`src/rtl/rs_enc_pkg.sv`:
```
package rs_enc_pkg;
  localparam int SYM_W    = 4;
  localparam int MAX_N    = (1 << SYM_W) - 1;
  localparam int CNT_W    = $clog2(MAX_N + 1);
  localparam int NSTAGE   = 6;
  localparam int NSHORT   = 4;

  typedef enum logic [1:0] {
    MODE_IDLE  = 2'b00,
    MODE_7_3   = 2'b01,
    MODE_15_11 = 2'b10,
    MODE_15_9  = 2'b11
  } rs_mode_e;

  function automatic logic [CNT_W-1:0] code_len(rs_mode_e m);
    case (m)
      MODE_7_3:   code_len = CNT_W'(7);
      MODE_15_11: code_len = CNT_W'(15);
      MODE_15_9:  code_len = CNT_W'(15);
      default:    code_len = CNT_W'(1);
    endcase
  endfunction

  function automatic logic [CNT_W-1:0] msg_len(rs_mode_e m);
    case (m)
      MODE_7_3:   msg_len = CNT_W'(3);
      MODE_15_11: msg_len = CNT_W'(11);
      MODE_15_9:  msg_len = CNT_W'(9);
      default:    msg_len = CNT_W'(0);
    endcase
  endfunction

  // Generator coefficients g_idx, field elements in polynomial basis.
  function automatic logic [SYM_W-1:0] gen_coef(rs_mode_e m, int idx);
    logic [SYM_W-1:0] c;
    c = '0;
    case (m)
      MODE_7_3: case (idx)
        0: c = 4'h3; 1: c = 4'h2; 2: c = 4'h1; 3: c = 4'h3;
        default: c = '0;
      endcase
      MODE_15_11: case (idx)
        0: c = 4'h7; 1: c = 4'h8; 2: c = 4'hC; 3: c = 4'hD;
        default: c = '0;
      endcase
      MODE_15_9: case (idx)
        0: c = 4'hC; 1: c = 4'hA; 2: c = 4'hC; 3: c = 4'h3;
        4: c = 4'h9; 5: c = 4'h7;
        default: c = '0;
      endcase
      default: c = '0;
    endcase
    return c;
  endfunction
endpackage

```
`src/rtl/rs_gf_mul.sv`:
```
module rs_gf_mul #(
  parameter int              W           = 4,
  parameter logic [W:0]      WIDE_POLY   = 5'b10011,
  parameter logic [W-1:0]    NARROW_POLY = 4'b1011
) (
  input  logic [W-1:0] a,
  input  logic [W-1:0] b,
  input  logic         narrow,
  output logic [W-1:0] p
);
  logic [W:0] acc;

  always_comb begin
    acc = '0;
    for (int i = W - 1; i >= 0; i--) begin
      acc = {acc[W-1:0], 1'b0};
      if (narrow) begin
        if (acc[W-1]) acc = acc ^ {1'b0, NARROW_POLY};
      end else if (acc[W]) begin
        acc = acc ^ WIDE_POLY;
      end
      if (b[i]) acc = acc ^ {1'b0, a};
    end
    p = acc[W-1:0];
  end
endmodule

```
`src/rtl/rs_seq_ctrl.sv`:
```
module rs_seq_ctrl
  import rs_enc_pkg::*;
(
  input  logic     clk,
  input  logic     rst_n,
  input  rs_mode_e mode,
  output logic     msg_phase,
  output logic     last_sym
);
  logic [CNT_W-1:0] cnt_q, cnt_d;
  logic             active;

  always_comb begin
    active    = (mode != MODE_IDLE);
    msg_phase = active && (cnt_q < msg_len(mode));
    last_sym  = active && (cnt_q == code_len(mode) - CNT_W'(1));
    if (!active || last_sym) cnt_d = '0;
    else                     cnt_d = cnt_q + CNT_W'(1);
  end

  always_ff @(posedge clk or negedge rst_n) begin
    if (!rst_n) cnt_q <= '0;
    else        cnt_q <= cnt_d;
  end

  // codeword position wraps straight to the first message slot
  a_r6_wrap_to_start: assert property (@(posedge clk) disable iff (!rst_n)
    last_sym |=> (cnt_q == '0));
  // position never runs past the selected code length
  a_r1_pos_in_range: assert property (@(posedge clk) disable iff (!rst_n)
    (mode != MODE_IDLE) |-> (cnt_q < code_len(mode)));
  // parked mode returns the position to the start
  a_r8_idle_clears_pos: assert property (@(posedge clk) disable iff (!rst_n)
    (mode == MODE_IDLE) |=> (cnt_q == '0));
endmodule

```
`src/rtl/rs_remainder.sv`:
```
module rs_remainder
  import rs_enc_pkg::*;
(
  input  logic             clk,
  input  logic             rst_n,
  input  rs_mode_e         mode,
  input  logic             msg_phase,
  input  logic             last_sym,
  input  logic [SYM_W-1:0] din,
  output logic [SYM_W-1:0] top_sym
);
  logic [SYM_W-1:0] r_q  [NSTAGE];
  logic [SYM_W-1:0] r_d  [NSTAGE];
  logic [SYM_W-1:0] coef [NSTAGE];
  logic [SYM_W-1:0] prod [NSTAGE];
  logic [NSTAGE-1:0] en;
  logic [SYM_W-1:0] fb;
  logic             long_code, narrow, active;

  always_comb begin
    active    = (mode != MODE_IDLE);
    long_code = (mode == MODE_15_9);
    narrow    = (mode == MODE_7_3);
    top_sym   = long_code ? r_q[NSTAGE-1] : r_q[NSHORT-1];
    fb        = msg_phase ? (din ^ top_sym) : '0;
    for (int i = 0; i < NSTAGE; i++) coef[i] = gen_coef(mode, i);
  end

  genvar g;
  generate
    for (g = 0; g < NSTAGE; g++) begin : g_tap
      rs_gf_mul #(.W(SYM_W)) u_mul (
        .a      (fb),
        .b      (coef[g]),
        .narrow (narrow),
        .p      (prod[g])
      );
    end
  endgenerate

  always_comb begin
    r_d[0] = active ? prod[0] : '0;
    for (int i = 1; i < NSTAGE; i++)
      r_d[i] = active ? (r_q[i-1] ^ prod[i]) : '0;
    for (int i = 0; i < NSTAGE; i++)
      en[i] = !active || (i < NSHORT) || long_code;
  end

  always_ff @(posedge clk or negedge rst_n) begin
    if (!rst_n) begin
      for (int i = 0; i < NSTAGE; i++) r_q[i] <= '0;
    end else begin
      for (int i = 0; i < NSTAGE; i++)
        if (en[i]) r_q[i] <= r_d[i];
    end
  end

  // no feedback enters the lowest stage while parity drains
  a_r6_drain_no_feedback: assert property (@(posedge clk) disable iff (!rst_n)
    (active && !msg_phase) |=> (r_q[0] == '0));
  // remainder empty once a codeword has completed
  a_r10_empty_after_word: assert property (@(posedge clk) disable iff (!rst_n)
    last_sym |=> (r_q[0] == '0 && r_q[1] == '0 && r_q[2] == '0 &&
                  r_q[3] == '0 && r_q[4] == '0 && r_q[5] == '0));
  // four-parity codes leave the two upper stages untouched at zero
  a_r4_upper_stages_quiet: assert property (@(posedge clk) disable iff (!rst_n)
    (mode == MODE_7_3 || mode == MODE_15_11) |-> (r_q[4] == '0 && r_q[5] == '0));
endmodule

```
`src/rtl/rs_multi_encoder.sv`:
```
module rs_multi_encoder
  import rs_enc_pkg::*;
#(
  parameter int SYNC_STAGES = 2
) (
  input  logic             clk,
  input  logic             rst_n,
  input  logic [1:0]       sel,
  input  logic [SYM_W-1:0] sym_in,
  output logic [SYM_W-1:0] sym_out
);
  logic [SYNC_STAGES-1:0] rst_sync_q;
  logic                   rst_s_n;
  rs_mode_e               mode;
  logic [SYM_W-1:0]       din, top_sym;
  logic                   msg_phase, last_sym;

  always_ff @(posedge clk or negedge rst_n) begin
    if (!rst_n) rst_sync_q <= '0;
    else        rst_sync_q <= {rst_sync_q[SYNC_STAGES-2:0], 1'b1};
  end
  assign rst_s_n = rst_sync_q[SYNC_STAGES-1];

  always_comb begin
    mode = rs_mode_e'(sel);
    din  = (mode == MODE_7_3) ? {1'b0, sym_in[SYM_W-2:0]} : sym_in;
  end

  rs_seq_ctrl u_ctrl (
    .clk       (clk),
    .rst_n     (rst_s_n),
    .mode      (mode),
    .msg_phase (msg_phase),
    .last_sym  (last_sym)
  );

  rs_remainder u_rem (
    .clk       (clk),
    .rst_n     (rst_s_n),
    .mode      (mode),
    .msg_phase (msg_phase),
    .last_sym  (last_sym),
    .din       (din),
    .top_sym   (top_sym)
  );

  always_comb begin
    if (!rst_s_n || mode == MODE_IDLE) sym_out = '0;
    else if (msg_phase)                sym_out = din;
    else                               sym_out = top_sym;
  end

  // parked mode drives nothing
  a_r8_idle_quiet: assert property (@(posedge clk) disable iff (!rst_s_n)
    (mode == MODE_IDLE) |-> (sym_out == '0));
  // narrow field never shows the top bit
  a_r7_narrow_msb_zero: assert property (@(posedge clk) disable iff (!rst_s_n)
    (mode == MODE_7_3) |-> (sym_out[SYM_W-1] == 1'b0));
endmodule

```
`config.mk`:
```
export PLATFORM = sky130hd
export DESIGN_NAME = rs_multi_encoder
export DESIGN_NICKNAME = d
export VERILOG_FILES = /design/src/rtl/rs_enc_pkg.sv /design/src/rtl/rs_gf_mul.sv /design/src/rtl/rs_seq_ctrl.sv /design/src/rtl/rs_remainder.sv /design/src/rtl/rs_multi_encoder.sv
export SDC_FILE = /design/constraint.sdc
export NUM_CORES = 1
export LEC_CHECK = 0
export CORE_MARGIN = 5
export CORE_UTILIZATION = 55
export CTS_CLUSTER_SIZE = 40
export DETAILED_ROUTE_END_ITERATION = 10
export PLACE_DENSITY = 0.69
export SYNTH_ARGS = -nofsm -noshare
export SYNTH_HDL_FRONTEND = slang
export SYNTH_SLANG_ARGS = --single-unit
```
`constraint.sdc`:
```
create_clock -name clk -period 4.75 [get_ports clk]
set_input_delay 0.7125 -clock clk [delete_from_list [all_inputs] [get_ports clk]]
set_output_delay 0.7125 -clock clk [all_outputs]
set_load 0.02 [all_outputs]
```
==> results of run 1 <==
==> power breakdown <==
part / internal [uW] / total (uW) / switching (uW)
clock network: 224 / 320 / 96.7
registers: 365 / 463 / 98.8
logic: 555 / 1220 / 661
total: 1140 / 2000 / 856
==> flip-flops by register name (all words and copies together) (netlist names) <==
name / count
u_ctrl.cnt_q: 4
rst_sync_q: 2
u_rem.r_q: 24
==> worst max-delay path, cell delays in order <==
cell and delay, ns:
clkdlybuf4s50_1 0.54, inv_1 0.12, ha_1 0.31, inv_1 0.05
ha_1 0.28, a211o_1 0.33, a211o_1 0.44, a211oi_1 0.25
clkdlybuf4s50_1 0.64
==> worst paths after layout <==
path | from | to | depth (start not counted)
max in group asynchronous | rst_n | rst_sync_q[1] | 1
min in group clk | rst_sync_q[0] | rst_sync_q[1] | 0
max | sel[1] | sym_out[0] | 9
max reg2reg | u_ctrl.cnt_q[1] | u_rem.r_q[17] | 10
min | rst_sync_q[1] | u_ctrl.cnt_q[3] | 1
min reg2reg | rst_sync_q[1] | u_ctrl.cnt_q[3] | 1
==> area by class of cell <==
type | count | area (um2) | area share
sequential | 30 | 750.7 | 0.2431
multi-input combinational | 252 | 1877 | 0.6078
inverter | 7 | 26.28 | 0.008509
clock inverter | 2 | 60.06 | 0.01945
timing repair buffer | 24 | 207.7 | 0.06726
clock buffer | 6 | 82.58 | 0.02674
tap | 67 | 83.83 | 0.02715
==> cells by family (layout without fill, tap and decap cells) <==
kind of cell    Yosys count  in the layout  synth area share
mux                      13             13           0.06362
fa+ha+maj                10             10           0.04610
simple gates            111            111            0.2010
buf+inv                  22             39           0.03365
xor+xnor                 52             52            0.2125
other cells               1              1          0.001382
flops                    30             30            0.2766
compound gates           65             65            0.1651
==> routing by layer <==
layer  vias to the layer above  global-route usage
li1                       1118                   -
met1                      1125              0.2902
met2                        99              0.3808
met3                        12             0.04036
met4                         0             0.07264
met5                         -                   0
==> cell usage after synthesis, drive strengths merged (5+ instances only) <==
cell    count
nand3      16
ha         10
a21oi      14
o21ai      10
nand4       5
and3        5
nor3        6
inv         7
xnor2      30
dfrtp      30
nand2      23
a22o        5
a211oi      5
xor2       19
mux2i       9
nor2       34
clkbuf     12
==> stage by stage <==
stage                     total power (uW)  std cells  utilization  cell area, um2  hold slack (ns)
final                                 2000        388       0.6495            3088           0.2564
after global routing                  2140        388       0.6495            3088           0.3171
after CTS                             1999        388       0.6495            3088           0.2777
after detailed placement              1666        380       0.6195            2945           0.2672
after global placement                1642        380       0.6195            2945           0.2611
after floorplan                       1377        304            -            2714           0.3312
==> impl_metrics.yaml, run 1 <==
logic_synthesis:
  synth_top_area_cell: "dfrtp_1"
  yosys_warnings: 0
  ys_top_cells_by_area: "dfrtp_1, xnor2_1, xor2_1"
  ys_seq_elements: 30
  synthDistinctLibCells: 57
  syn_avg_cell_area_um2: 8.927
  async_reset_ff_frac: 1.000
  synth_ff_type: "dfrtp_1"
  synthCells: 304
  synth_top_area_share: 0.2766
  synth.cell_area_um2: 2714
  seq_area_frac_synth: 0.2766
  syn_nets: 322
  synth_edf_count: 0
timing:
  fin_setup_tns_ns: 0
  drv_slew: 0
  setup_viol: 0
  relSlewSlack: 0.6237
  skew_ns: 0.006736
  post-route-min-period_ns: 4.392
  worst_slew_pin_slew_ns: 0.5635
  rsz0062_at_grt: "false"
  post-route-period-util: 0.9246
  hold_viol_final: 0
  max_freq_ghz: 0.2277
  fin_ws_ns: 0.3582
status:
  outcome: "complete, no violations"
global_routing:
  antenna_found_initial: 0
  grt_pass1_vias: 2316
  grt_max_degree: 30
  grtUsageTotal: 0.2253
  grt_pass1_wl_um: 11060
  grt_remaining_overflow: 0
clock_network:
  cts_setup_buffers: 0
  cts_buffers: 5
  clock-root-buffer: "clkbuf_8"
  cts_tree: "yes"
  cts_resized: 0
  h-tree-depth: 2
  clk_latency_ns: 0.28
  cts_hold_buffers: 0
  clk_pin_slew_ns: 0.07
  clockBufferDepth: 2
  cts_sinks: 30
final_layout:
  num-nets-final: 338
  n_antenna_cell: 0
  layout_commonest_cell: "nor2_1"
  area_growth_pct: 13.79
  final_cell_mix: "nor2_1, dfrtp_1, xnor2_1"
  fillers: 416
  drive_gt1_frac: 0.1153
floorplan:
  dieArea_um2: 6439
  die-height_um: 80.25
  num_rows: 25
  start_util: 0.5708
  core_area_um2: 4755
  ioPinCount: 12
  fp.dieW_um: 80.25
detailed_routing:
  drc: 0
  detail-route-antenna-nets: 0
  top_layer: "met4"
  vias_per_cell: 6.067
  m1WireLength_um: 2918
  wirelength_um: 6686
  vias: 2354
  met3_length_um: 412
  drt_iter0_drc: 211
  firstDrtPassIters: 4
  wire_per_inst_um: 17.23
  wl_met2_um: 3260
place:
  io_buffers: 11
  pre_cts_ws_ns: 0.3739
  hpwlAfterDp_um: 4908
  place_congestion: 0.9240
flow_run:
  cap_violations: 0
critical_path:
  ff2ff_setup_slack_ns: 1.81
  cp_data_arrival_time_ns: 3.68
  cp.required_ns: 4.04
  cp-start-kind: "input port"
  cp_max_fo: 10
  critical_path_class: "input port to output pin"
  cp-end-kind: "output pin"
power:
  p_leak_uw: 0.001327
  max-vdd-ir-drop_mv: 0.2827
  powerDensity_nw_per_um2: 647.6
hold_path:
  hp-class: "flip-flop to async pin"
Note: power is estimated with default switching activity, not from simulation.
==> inputs of run 2 (changes only) <==
Settings changed: GPL_ROUTABILITY_DRIVEN set to 0.
Clock period 4.75 ns to 5.4 ns, I/O delays scaled along.
==> impl_metrics.yaml, run 2 (same netlist as run 1, synthesis figures left out) <==
final_layout:
  fin_cells: 382
  num-nets-final: 333
  final_cell_mix: "nor2_1, dfrtp_1, xnor2_1"
  largest_reg_flops: 24
  top_register: "u_rem.r_q"
  n_antenna_cell: 0
  multi_input_area_um2: 1877
  drive_gt1_frac: 0.09841
  reg_top3: "u_rem.r_q (24), u_ctrl.cnt_q (4), rst_sync_q (2)"
  ff_latch_area_um2: 750.7
  fillers: 434
  layout_commonest_cell: "nor2_1"
  area_growth_pct: 11.30
floorplan:
  fp.dieW_um: 80.25
  num_rows: 25
  die-height_um: 80.25
  start_util: 0.5708
  core_area_um2: 4755
  dieArea_um2: 6439
  ioPinCount: 12
power:
  p_int_uw: 938.9
  clockPowerShare: 0.140
  switchingPower_uw: 743.9
  max-vdd-ir-drop_mv: 0.2649
  powerDensity_nw_per_um2: 557.2
  seq_power_share: 0.241
  p_leak_uw: 0.001288
  power_frac_comb: 0.619
  swShare: 0.4421
clock_network:
  clk_latency_ns: 0.29
  cts_tree: "yes"
  clk_pin_slew_ns: 0.06
  clock-root-buffer: "clkbuf_8"
  cts_resized: 0
  cts_setup_buffers: 0
  cts_buffers: 5
  cts_sinks: 30
  cts_hold_buffers: 0
  h-tree-depth: 2
  clockBufferDepth: 2
critical_path:
  cp_max_fo: 20
  cp.buffers_inverters: 4
  cp-start-kind: "input port"
  cp-end-kind: "output pin"
  cp_data_arrival_time_ns: 3.96
  cp.required_ns: 4.59
  critical_path_class: "input port to output pin"
  crit_path_top_delay_cell: "clkdlybuf4s50_1"
  crit_family: "buffers and inverters"
  worstPathCellList: "clkdlybuf4s50_1, inv_1, ha_1, inv_1, ha_1, a211o_1, a211o_1, a211oi_1, clkdlybuf4s50_1"
  max_stage_delay_ns: 0.64
place:
  hpwlAfterDp_um: 4748
  io_buffers: 11
  dp_cells: 375
detailed_routing:
  vias_per_cell: 5.848
  firstDrtPassIters: 4
  drc: 0
  vias: 2234
  detail-route-antenna-nets: 0
  wirelength_um: 6466
  wire_per_inst_um: 16.93
  drt_iter0_drc: 171
status:
  outcome: "complete, no violations"
timing:
  max_freq_ghz: 0.2097
  relSlewSlack: 0.4224
  worst_slew_pin_slew_ns: 0.8648
  post-route-period-util: 0.8831
  skew_ns: 0.005321
  drv_slew: 0
  rsz0062_at_grt: "false"
  post-route-min-period_ns: 4.769
  fin_setup_tns_ns: 0
  hold_viol_final: 0
  setup_viol: 0
flow_run:
  cap_violations: 0
global_routing:
  antenna_found_initial: 0
  grt_max_degree: 30
  grt_pass1_vias: 2251
  grt_pass1_wl_um: 10960
  grt_remaining_overflow: 0
  grtUsageTotal: 0.2227
hold_path:
  hp-class: "flip-flop to async pin"
[run 2: final timing paths]
kind / startpoint / to / slack [ns] / depth (start not counted)
worst max-delay path: sel[0] / sym_out[1] / 0.63 / 9
worst min-delay path: rst_sync_q[1] / u_ctrl.cnt_q[3] / 0.27 / 1
worst max register to register: u_ctrl.cnt_q[1] / u_rem.r_q[17] / 2.31 / 8
worst min register to register: rst_sync_q[1] / u_ctrl.cnt_q[3] / 0.27 / 1
max in group asynchronous: rst_n / rst_sync_q[1] / 4.58 / 1
min in group clk: rst_sync_q[0] / rst_sync_q[1] / 0.37 / 0
[run 2: area by class of cell]
cell class | instances | share of cell area
clock inverter | 1 | 0.009942
tap | 67 | 0.02775
sequential | 30 | 0.2485
inverter | 7 | 0.008699
multi-input combinational | 252 | 0.6214
timing repair buffer | 19 | 0.05634
clock buffer | 6 | 0.02734
[run 2: worst reg2reg max path, delay by kind of cell, from the launching register on]
family | cells | cell delay (ns)
adders and majority gates | 1 | 0.30
AOI/OAI and AO/OA | 4 | 1.22
and+or+nand+nor | 3 | 1.07
DFF | 1 | 0.44
[run 2: through the flow]
step	setup WS (ns)	power [uW]	cell area [um2]	utilization	hold WS [ns]
global placement	0.7283	1425	2908	0.6116	0.2596
CTS	0.6344	1682	3020	0.6353	0.2976
floorplan	1.028	1211	2714	-	0.3312
detailed placement	0.6475	1438	2908	0.6116	0.2907
finish	0.6311	1683	3020	0.6353	0.2721
global route	0.4104	1807	3020	0.6353	0.3207
[run 2: power groups by stage]
stage	Clock (uW)	Sequential (uW)	Combinational (uW)
floorplan	0	392	819
global placement	0	407	1020
detailed placement	0	409	1030
CTS	241	405	1040
global route	252	417	1140
finish	236	406	1040
[run 2: routing by layer]
metal | part of all wire | vias up | GRT usage
met5 | 0 | - | 0
met4 | 0.016 | 0 | 0.08277
met1 | 0.44 | 1079 | 0.2731
met3 | 0.048 | 8 | 0.03924
li1 | - | 1101 | -
met2 | 0.50 | 46 | 0.3874
